$ cat config.mk
export PLATFORM = sky130hd
export DESIGN_NAME = cguard_top
export DESIGN_NICKNAME = d
export VERILOG_FILES = /design/src/rtl/cguard_pkg.sv /design/src/rtl/cguard_seq.sv /design/src/rtl/cguard_store.sv /design/src/rtl/cguard_readout.sv /design/src/rtl/cguard_top.sv
export SDC_FILE = /design/constraint.sdc
export NUM_CORES = 2
export LEC_CHECK = 0
export BUFFER_PORTS_ARGS = -buffer_cell sky130_fd_sc_hd__buf_2
export CAP_MARGIN = 20
export CORE_MARGIN = 2
export CORE_UTILIZATION = 45
export CTS_BUF_LIST = sky130_fd_sc_hd__clkbuf_4 sky130_fd_sc_hd__clkbuf_8
export CTS_CLUSTER_DIAMETER = 100
export CTS_CLUSTER_SIZE = 30
export DETAILED_ROUTE_END_ITERATION = 10
export GPL_ROUTABILITY_DRIVEN = 1
export PLACE_DENSITY_LB_ADDON = 0.08
export RECOVER_POWER = 25
export SETUP_SLACK_MARGIN = 0.3
export SLEW_MARGIN = 20
export SYNTH_ARGS = -nofsm -noshare
export SYNTH_HDL_FRONTEND = slang
export SYNTH_SLANG_ARGS = --single-unit
$ cat constraint.sdc
create_clock -name clk -period 4.23 [get_ports clk]
set_clock_uncertainty 0.2 [all_clocks]
set_input_delay 0.846 -clock clk [delete_from_list [all_inputs] [get_ports clk]]
set_output_delay 0.846 -clock clk [all_outputs]
set_load 0.01 [all_outputs]
$ cat src/rtl/cguard_pkg.sv
package cguard_pkg;

    typedef enum logic [2:0] {
        MD_IDLE       = 3'd0,
        MD_PROG_CODE  = 3'd1,
        MD_VERIFY     = 3'd2,
        MD_PROG_KEY   = 3'd3,
        MD_PROG_LOCK1 = 3'd4,
        MD_PROG_LOCK2 = 3'd5,
        MD_SIGNATURE  = 3'd6,
        MD_RSVD       = 3'd7
    } op_mode_e;

    typedef enum logic [1:0] {
        ST_IDLE  = 2'd0,
        ST_COUNT = 2'd1,
        ST_DONE  = 2'd2
    } seq_state_e;

    localparam logic [7:0] ERASED_BYTE = 8'hFF;

    function automatic logic is_write_mode(op_mode_e m);
        return (m == MD_PROG_CODE) || (m == MD_PROG_KEY) ||
               (m == MD_PROG_LOCK1) || (m == MD_PROG_LOCK2);
    endfunction

endpackage

$ cat src/rtl/cguard_seq.sv
module cguard_seq
    import cguard_pkg::*;
#(
    parameter int PULSES = 25
) (
    input  logic     clk,
    input  logic     rst_n,
    input  op_mode_e mode_i,
    input  logic     strobe_i,
    output logic     commit_o,
    output op_mode_e target_o
);

    localparam int CNT_W = $clog2(PULSES + 1);
    localparam logic [CNT_W-1:0] LAST_CNT = CNT_W'(PULSES - 1);

    seq_state_e       state_q, state_d;
    logic [CNT_W-1:0] cnt_q;
    op_mode_e         lmode_q;
    logic             strb_q;
    logic             rise;
    logic             same_mode;

    assign rise      = strobe_i & ~strb_q;
    assign same_mode = (mode_i == lmode_q);

    // state register
    always_ff @(posedge clk) begin
        if (!rst_n) begin
            state_q <= ST_IDLE;
            cnt_q   <= '0;
            lmode_q <= MD_IDLE;
            strb_q  <= 1'b1;
        end else begin
            state_q <= state_d;
            strb_q  <= strobe_i;
            if (state_q == ST_IDLE) begin
                cnt_q   <= '0;
                lmode_q <= mode_i;
            end else if (state_q == ST_COUNT && rise && cnt_q != LAST_CNT) begin
                cnt_q <= cnt_q + 1'b1;
            end
        end
    end

    // next state
    always_comb begin
        state_d = state_q;
        unique case (state_q)
            ST_IDLE: begin
                if (is_write_mode(mode_i)) state_d = ST_COUNT;           // arm
            end
            ST_COUNT: begin
                if (!same_mode)                      state_d = ST_IDLE;  // abort
                else if (rise && cnt_q == LAST_CNT)  state_d = ST_DONE;  // fire
            end
            ST_DONE: begin
                if (!same_mode) state_d = ST_IDLE;                       // release
            end
            default: state_d = ST_IDLE;
        endcase
    end

    // outputs
    always_comb begin
        commit_o = 1'b0;
        target_o = lmode_q;
        unique case (state_q)
            ST_COUNT: commit_o = same_mode && rise && (cnt_q == LAST_CNT);
            ST_IDLE,
            ST_DONE:  commit_o = 1'b0;
            default:  commit_o = 1'b0;
        endcase
    end

    AST_SINGLE_COMMIT: assert property (@(posedge clk) disable iff (!rst_n)
        commit_o |=> !commit_o);

    AST_CNT_BOUND: assert property (@(posedge clk) disable iff (!rst_n)
        cnt_q <= LAST_CNT);

    AST_COMMIT_ON_STROBE: assert property (@(posedge clk) disable iff (!rst_n)
        commit_o |-> (strobe_i && is_write_mode(mode_i)));

    AST_ABORT_IDLE: assert property (@(posedge clk) disable iff (!rst_n)
        (state_q == ST_COUNT && !same_mode) |=> (state_q == ST_IDLE && !commit_o));

endmodule

$ cat src/rtl/cguard_store.sv
module cguard_store
    import cguard_pkg::*;
#(
    parameter int ADDR_W    = 8,
    parameter int KEY_DEPTH = 16
) (
    input  logic              clk,
    input  logic              rst_n,
    input  logic              commit_i,
    input  op_mode_e          target_i,
    input  logic [ADDR_W-1:0] addr_i,
    input  logic [7:0]        data_i,
    output logic [7:0]        code_byte_o,
    output logic [7:0]        key_byte_o,
    output logic              lock1_o,
    output logic              lock2_o
);

    localparam int CODE_DEPTH = 1 << ADDR_W;
    localparam int KIDX_W     = (KEY_DEPTH > 1) ? $clog2(KEY_DEPTH) : 1;

    logic [7:0]        code_mem [CODE_DEPTH];
    logic [7:0]        key_mem  [KEY_DEPTH];
    logic [KIDX_W-1:0] kidx;
    logic              lock1_q, lock2_q;
    logic              code_we, key_we;

    assign kidx    = KIDX_W'(int'(addr_i) % KEY_DEPTH);
    assign code_we = commit_i && (target_i == MD_PROG_CODE) && !lock1_q;
    assign key_we  = commit_i && (target_i == MD_PROG_KEY)  && !lock1_q;

    always_ff @(posedge clk) begin
        if (!rst_n) begin
            for (int i = 0; i < CODE_DEPTH; i++) code_mem[i] <= ERASED_BYTE;
        end else if (code_we) begin
            code_mem[addr_i] <= data_i;
        end
    end

    always_ff @(posedge clk) begin
        if (!rst_n) begin
            for (int i = 0; i < KEY_DEPTH; i++) key_mem[i] <= ERASED_BYTE;
        end else if (key_we) begin
            key_mem[kidx] <= data_i;
        end
    end

    always_ff @(posedge clk) begin
        if (!rst_n) begin
            lock1_q <= 1'b0;
            lock2_q <= 1'b0;
        end else if (commit_i) begin
            if (target_i == MD_PROG_LOCK1) lock1_q <= 1'b1;
            if (target_i == MD_PROG_LOCK2) lock2_q <= 1'b1;
        end
    end

    assign code_byte_o = code_mem[addr_i];
    assign key_byte_o  = key_mem[kidx];
    assign lock1_o     = lock1_q;
    assign lock2_o     = lock2_q;

    AST_LOCK1_CODE_FROZEN: assert property (@(posedge clk) disable iff (!rst_n)
        (commit_i && lock1_q && target_i == MD_PROG_CODE) |=>
        ((code_byte_o == $past(code_byte_o)) || (addr_i != $past(addr_i))));

    AST_LOCK1_KEY_FROZEN: assert property (@(posedge clk) disable iff (!rst_n)
        (commit_i && lock1_q && target_i == MD_PROG_KEY) |=>
        ((key_byte_o == $past(key_byte_o)) || (addr_i != $past(addr_i))));

    AST_LOCK1_STICKY: assert property (@(posedge clk) disable iff (!rst_n)
        lock1_q |=> lock1_q);

    AST_LOCK2_STICKY: assert property (@(posedge clk) disable iff (!rst_n)
        lock2_q |=> lock2_q);

endmodule

$ cat src/rtl/cguard_readout.sv
module cguard_readout
    import cguard_pkg::*;
#(
    parameter int         ADDR_W    = 8,
    parameter int         SIG_ADDR  = 'h30,
    parameter logic [7:0] SIG_BYTE0 = 8'hC3,
    parameter logic [7:0] SIG_BYTE1 = 8'h5E
) (
    input  logic              clk,
    input  logic              rst_n,
    input  op_mode_e          mode_i,
    input  logic [ADDR_W-1:0] addr_i,
    input  logic [7:0]        code_byte_i,
    input  logic [7:0]        key_byte_i,
    input  logic              lock2_i,
    output logic [7:0]        data_o
);

    localparam logic [ADDR_W-1:0] SIG_LO = ADDR_W'(SIG_ADDR);
    localparam logic [ADDR_W-1:0] SIG_HI = ADDR_W'(SIG_ADDR + 1);

    logic [7:0] rd_d, rd_q;

    always_comb begin
        rd_d = ERASED_BYTE;
        unique case (mode_i)
            MD_VERIFY: begin
                if (!lock2_i) rd_d = ~(code_byte_i ^ key_byte_i);
            end
            MD_SIGNATURE: begin
                if (addr_i == SIG_LO)      rd_d = SIG_BYTE0;
                else if (addr_i == SIG_HI) rd_d = SIG_BYTE1;
            end
            default: rd_d = ERASED_BYTE;
        endcase
    end

    always_ff @(posedge clk) begin
        if (!rst_n) rd_q <= ERASED_BYTE;
        else        rd_q <= rd_d;
    end

    assign data_o = rd_q;

    AST_VERIFY_BLOCKED: assert property (@(posedge clk) disable iff (!rst_n)
        (mode_i == MD_VERIFY && lock2_i) |=> (data_o == ERASED_BYTE));

    AST_NO_READ_PATH: assert property (@(posedge clk) disable iff (!rst_n)
        (mode_i != MD_VERIFY && mode_i != MD_SIGNATURE) |=> (data_o == ERASED_BYTE));

    AST_SIG_FIXED: assert property (@(posedge clk) disable iff (!rst_n)
        (mode_i == MD_SIGNATURE && addr_i == SIG_LO) |=> (data_o == SIG_BYTE0));

endmodule

$ cat src/rtl/cguard_top.sv
module cguard_top
    import cguard_pkg::*;
#(
    parameter int         ADDR_W    = 8,
    parameter int         KEY_DEPTH = 16,
    parameter int         PULSES    = 25,
    parameter int         SIG_ADDR  = 'h30,
    parameter logic [7:0] SIG_BYTE0 = 8'hC3,
    parameter logic [7:0] SIG_BYTE1 = 8'h5E
) (
    input  logic              clk,
    input  logic              rst_n,
    input  logic [2:0]        mode_i,
    input  logic [ADDR_W-1:0] addr_i,
    input  logic [7:0]        data_i,
    input  logic              strobe_i,
    output logic [7:0]        data_o
);

    op_mode_e   mode;
    op_mode_e   target;
    logic       commit;
    logic [7:0] code_byte, key_byte;
    logic       lock1, lock2;

    assign mode = op_mode_e'(mode_i);

    cguard_seq #(
        .PULSES (PULSES)
    ) seq_i (
        .clk      (clk),
        .rst_n    (rst_n),
        .mode_i   (mode),
        .strobe_i (strobe_i),
        .commit_o (commit),
        .target_o (target)
    );

    cguard_store #(
        .ADDR_W    (ADDR_W),
        .KEY_DEPTH (KEY_DEPTH)
    ) store_i (
        .clk         (clk),
        .rst_n       (rst_n),
        .commit_i    (commit),
        .target_i    (target),
        .addr_i      (addr_i),
        .data_i      (data_i),
        .code_byte_o (code_byte),
        .key_byte_o  (key_byte),
        .lock1_o     (lock1),
        .lock2_o     (lock2)
    );

    cguard_readout #(
        .ADDR_W    (ADDR_W),
        .SIG_ADDR  (SIG_ADDR),
        .SIG_BYTE0 (SIG_BYTE0),
        .SIG_BYTE1 (SIG_BYTE1)
    ) readout_i (
        .clk         (clk),
        .rst_n       (rst_n),
        .mode_i      (mode),
        .addr_i      (addr_i),
        .code_byte_i (code_byte),
        .key_byte_i  (key_byte),
        .lock2_i     (lock2),
        .data_o      (data_o)
    );

    AST_LOCK2_NEEDS_NO_LOCK1: assert property (@(posedge clk) disable iff (!rst_n)
        (commit && target == MD_PROG_LOCK2) |=> lock2);

endmodule

# After elaboration in Yosys (flattened, before gate mapping)
# Memory sizes are Yosys's and may differ from the RTL's.
# Index checks and enable logic that the tools add are counted.
# totals
mem_count	2
regBits	21
ram_bits	2176
output_inout_bits	8
# mem_list
memory	words	word_bits	read_ports	rd_ports_with_merged_regs	wr	line	rtl
store_i.code_mem	256	8	1	0	256	cguard_store.sv:22	logic [7:0] code_mem [CODE_DEPTH];
store_i.key_mem	16	8	1	0	16	cguard_store.sv:23	logic [7:0] key_mem [KEY_DEPTH];
# op_classes
reduce_logical	20
n_eq_ne	20
bitwise_logic	5
muxes	23
n_addsub	1
# op_table
cell	n
two-way mux 8 bit	6
== test 8 x 6 -> 1 bit, second input constant	2
one-hot mux 8 bit (2 select lines)	1
OR reduction 8 bit	2
== test 3 bit, second input constant	5
two-way mux 1 bit	10
== test 3 x 2 -> 1 bit, second input constant	3
logical AND 1 bit	9
two-way mux 2 bit	4
NOT 8 bit	1
XOR 8 bit	1
== test 3 x 1 -> 1 bit, second input constant	2
one-hot mux 2 bit (3 select lines)	1
adder 5 x 1 -> 5 bit, second input constant	1
== test 5 bit, second input constant	1
inequality test 5 bit, second input constant	1
two-way mux 4 bit	1
inequality test 2 bit, second input constant	2
AND reduction 2 bit	2
== test 3 bit	1
logical OR 1 bit	3
inequality test 3 bit, second input constant	1
AND reduction 3 bit	1
== test 2 x 1 -> 1 bit, second input constant	1
other kinds (6)	7

# Depth between registers and ports, before layout
# depth
word_depth	12
mapped_depth	12
depth_no_buf	9

# By module
# A second synthesis with hierarchy kept.
# unflattened
hier_cells	6739
hier_area_um2	100829.2
# modules_own_cells
mod	n_inst	area_each_um2	seq_area_each_um2	cells_per_inst
cguard_store	1	99858.3	65382.7	6635
cguard_seq	1	596.8	220.2	67
cguard_readout	1	374.1	160.2	37

# Worst setup path before layout
# Ideal clock, no wire load.
# synth_path
kind	input to register
from	in addr_i[1]
to	mem store_i.code_mem[18][0], enable pin
t_arrival_ns	3.415
t_required_ns	3.646
setup_time_ns	0.384
path_buffers	6
setup_slack_ns	0.231
path_stages	10
cell_sequence	buf_2 > buf_2 > clkbuf_1 > buf_1 > nand2b_1 > nor3_1 > nand2_1 > clkbuf_1 > clkbuf_1 > o21ai_0
# synth_lines
element	line	rtl
start: declaration	cguard_top.sv:14	input logic [ADDR_W-1:0] addr_i,
end: declaration	cguard_store.sv:22	

==> impl_metrics.tcl <==
set metrics [dict create \
    cts_buffer_depth 3 \
    die_w_microns 477.4 \
    drive_gt1_share_pct 33.80 \
    cts_buffers 95 \
    path_clk_slew_ns 0.17 \
    dr.pass1.iters 6 \
    synth_ff_type "edfxtp_1" \
    crit_fanout 63 \
    status "finished, final reports clean" \
    yosys-mux-area-fraction_pct 13.10 \
    wl_met1_microns 128500 \
    grt_max_degree 133 \
    drc 0 \
    first_iter_violations 6825 \
    nNetsFinal 6681 \
    place.gp.congestion 0.8404 \
    fin_crit_ns 3.908 \
    fin_tns_setup_ns 0 \
    post-dp-hpwl_microns 187100 \
    die_h_microns 477.4 \
    finalHoldWorstSlack_ns 0.2385 \
    path_class "in2reg" \
    yosys.area.top_type_share_pct 64.81 \
    synth-edff-count 2176 \
    seq_power_share_pct 65.1 \
    design.portCount 30 \
    crit_arrival_ns 4.40 \
    path_common_cell "clkbuf_1" \
    slowest_delay_ns 0.53 \
    cts_tree "done" \
    dp_cells 9530 \
    hp-start "strobe_i" \
    cts_num_sinks 2197 \
    synth_xor_xnor_area_share_pct 0.06949 \
    crit_slowest_cell "dlygate4sd3_1" \
    start_kind "primary input" \
    cp-startpoint "rst_n" \
    synthTopCellsByCount "2176 x edfxtp_1, 1244 x or3_1, 897 x or2_2, 655 x clkbuf_1, 583 x mux4_2" \
    finalCritPeriodShare_pct 92.38 \
    swShare_pct 25.00 \
    initial_core_util_pct 45.31 \
    synth_top_family_by_area "simple AND/OR/NAND/NOR gates" \
    internal-power_mw 29.08 \
    yosys-top-cells-area "edfxtp_1 65%, mux4_2 13%, or3_1 7.7%" \
    worst_pin_slew_ns 1.090 \
    wl_met3_microns 18190 \
    synth_cells 6669 \
    power_leakage_nw 33.43 \
    htreeDepth 3 \
    r2r_start "seq_i.cnt_q[0]" \
    num_vias 58714 \
    ys_ff_latch 2197 \
    synth-adder-area-share_pct 0.02482 \
    routed_wl_microns 293100 \
    netlist_area_sq_um 100800 \
    synthArstFlopShare_pct 0 \
    area_growth_syn_to_layout_pct 8.724 \
    power.switching_mw 9.696 \
    fillers 18836 \
    comb_power_share_pct 9.8 \
    cp_data_required_time_ns 4.72 \
    cts_root_buffer "clkbuf_8" \
    grt_pass1_wl_microns 426300 \
    crit_chain "dlygate4sd3_1, clkbuf_1, inv_1, nor4_1, clkbuf_1, and2_2, buf_12, nand2_1, clkbuf_4, o21ai_0, buf_4" \
    clockPowerShare_pct 25.1 \
    slew_headroom_pct 27.36 \
    ir_drop_v 0.0002893 \
    hold_class "in2reg" \
    powerDensity_nw_per_um2 353.7 \
    avgRoutedWirePerCell_microns 30.21 \
    die-area_sq_um 227900 \
    fp.coreArea_sq_um 222500 \
    grt_setup_unrepaired "yes" \
    antenna_found_initial 15 \
    track_usage_pct 25.47 \
    post_cts_buffers 0 \
    end_kind "flip-flop" \
    dr_wl_met2_microns 140600 \
    viasPerCell 6.052 \
    syn_area_per_cell_sq_um 15.12 \
    grt_pass1_vias 58275 \
    hold_viol 0 \
    synth_most_common_cell "edfxtp_1" \
    timing.fmax_mhz 255.9 \
    synth.distinct_cells 49 \
    seq_area_frac_synth_pct 65.22 \
    yosys_warnings 0 \
    antenna_left 0 \
    top_layer "met5" \
    synth_top_cell_by_area "edfxtp_1" \
    instances_no_fill 9702 \
    cap_violations 0 \
    synth_compound_area_share_pct 3.122 \
    clock_latency_ns 0.95 \
    portBuffers 29 \
    setup_violations 0 \
    synth_nets 6693 \
    overflow 0 \
    rows 173 \
    p_total_mw 38.78 \
    slew_viol_final 0 \
    synthSimpleGateAreaFrac_pct 15.34 \
]
==> path summary, 6_finish.rpt <==
kind                               to  slack [ns]  depth (start not counted)
min                    seq_i.cnt_q[1]        0.24                          4
min reg2reg           store_i.lock1_o        0.30                          2
max          store_i.code_mem[232][7]        0.32                         11
max reg2reg  store_i.code_mem[232][7]        0.50                         11
==> cell type report <==
class	count	area (sq um)	share of cell area [%]
clock inverters	45	575.6	0.5250
diodes	9	22.52	0.02054
flip-flops and latches	2197	65760	59.99
clock buffers	113	1461	1.333
repair buffers	649	5948	5.426
well taps	2975	3722	3.396
inverters	6	22.52	0.02054
multi-input cells	3708	32110	29.29
==> what timing repair did <==
action | 4_1_cts | 5_1_grt
setup endpoints to repair | 0 | 145
resized for setup | 0 | 4
hold buffers | 5 | 0
endpoints found under the hold margin | 6 | 0
==> cells by family after synthesis <==
group	Yosys count
XOR/XNOR	8
AND/OR/NAND/NOR	2605
AO/OA/AOI/OAI	502
flip-flops	2197
buffers and inverters	764
adder cells (fa/ha/maj)	2
multiplexers	591
==> layer usage <==
| layer | GRT usage [%] | up-vias |
|---|---|---|
| met5 | 0 | - |
| met4 | 4.658 | 2 |
| met3 | 2.989 | 255 |
| met2 | 41.04 | 1936 |
| met1 | 37.74 | 31026 |
| li1 | - | 25495 |
==> metrics by stage <==
step | area [sq um] | setup slack [ns] | utilization (%)
3_5_place_dp | 107800 | -0.6717 | 48.43
4_1_cts | 109900 | 0.3045 | 49.37
6_report | 109600 | 0.3221 | 49.26
5_1_grt | 109600 | 0.1719 | 49.26
3_3_place_gp | 107700 | -1.230 | 48.42
2_1_floorplan | 100800 | 0.2311 | -
==> critical path: cells and delay by family <==
kind,cells,cell delay (ns)
AOI/OAI and AO/OA,1,0.48
buffers and inverters,7,2.37
and+or+nand+nor,3,0.52
==> layout by cell type, fill, tap and decap left out, drive strengths merged, types with 8 or more instances in the layout <==
cell type  count
or3         1244
edfxtp      2176
mux4         583
nand2        273
buf          588
nand3         12
nor3          22
nand2b        57
o21ai        161
dfxtp         21
nor2b          8
mux2i          8
diode          9
a21oi        102
clkbuf       169
nand4         10
or2          897
o41ai         24
nor2          61
a22oi        200
inv           29
clkinv        14
==> registers in the layout, summed over array words and instances (netlist names), 2 cells and up <==
| signal | cells |
|---|---|
| store_i.code_mem | 2048 |
| seq_i.cnt_q | 5 |
| store_i.key_mem | 128 |
| readout_i.data_o | 8 |
| seq_i.target_o | 3 |
| seq_i.state_q | 2 |
==> power groups by stage <==
stage	registers, mW	logic (mW)	clock network [mW]
final	25.2	3.81	9.74
after global routing	25.3	3.99	10.5
after CTS	25.2	3.85	9.94
after detailed placement	25.7	3.83	0
after global placement	25.7	3.81	0
after floorplan	25.5	2.17	0
Power figures use the tool's default switching activity.
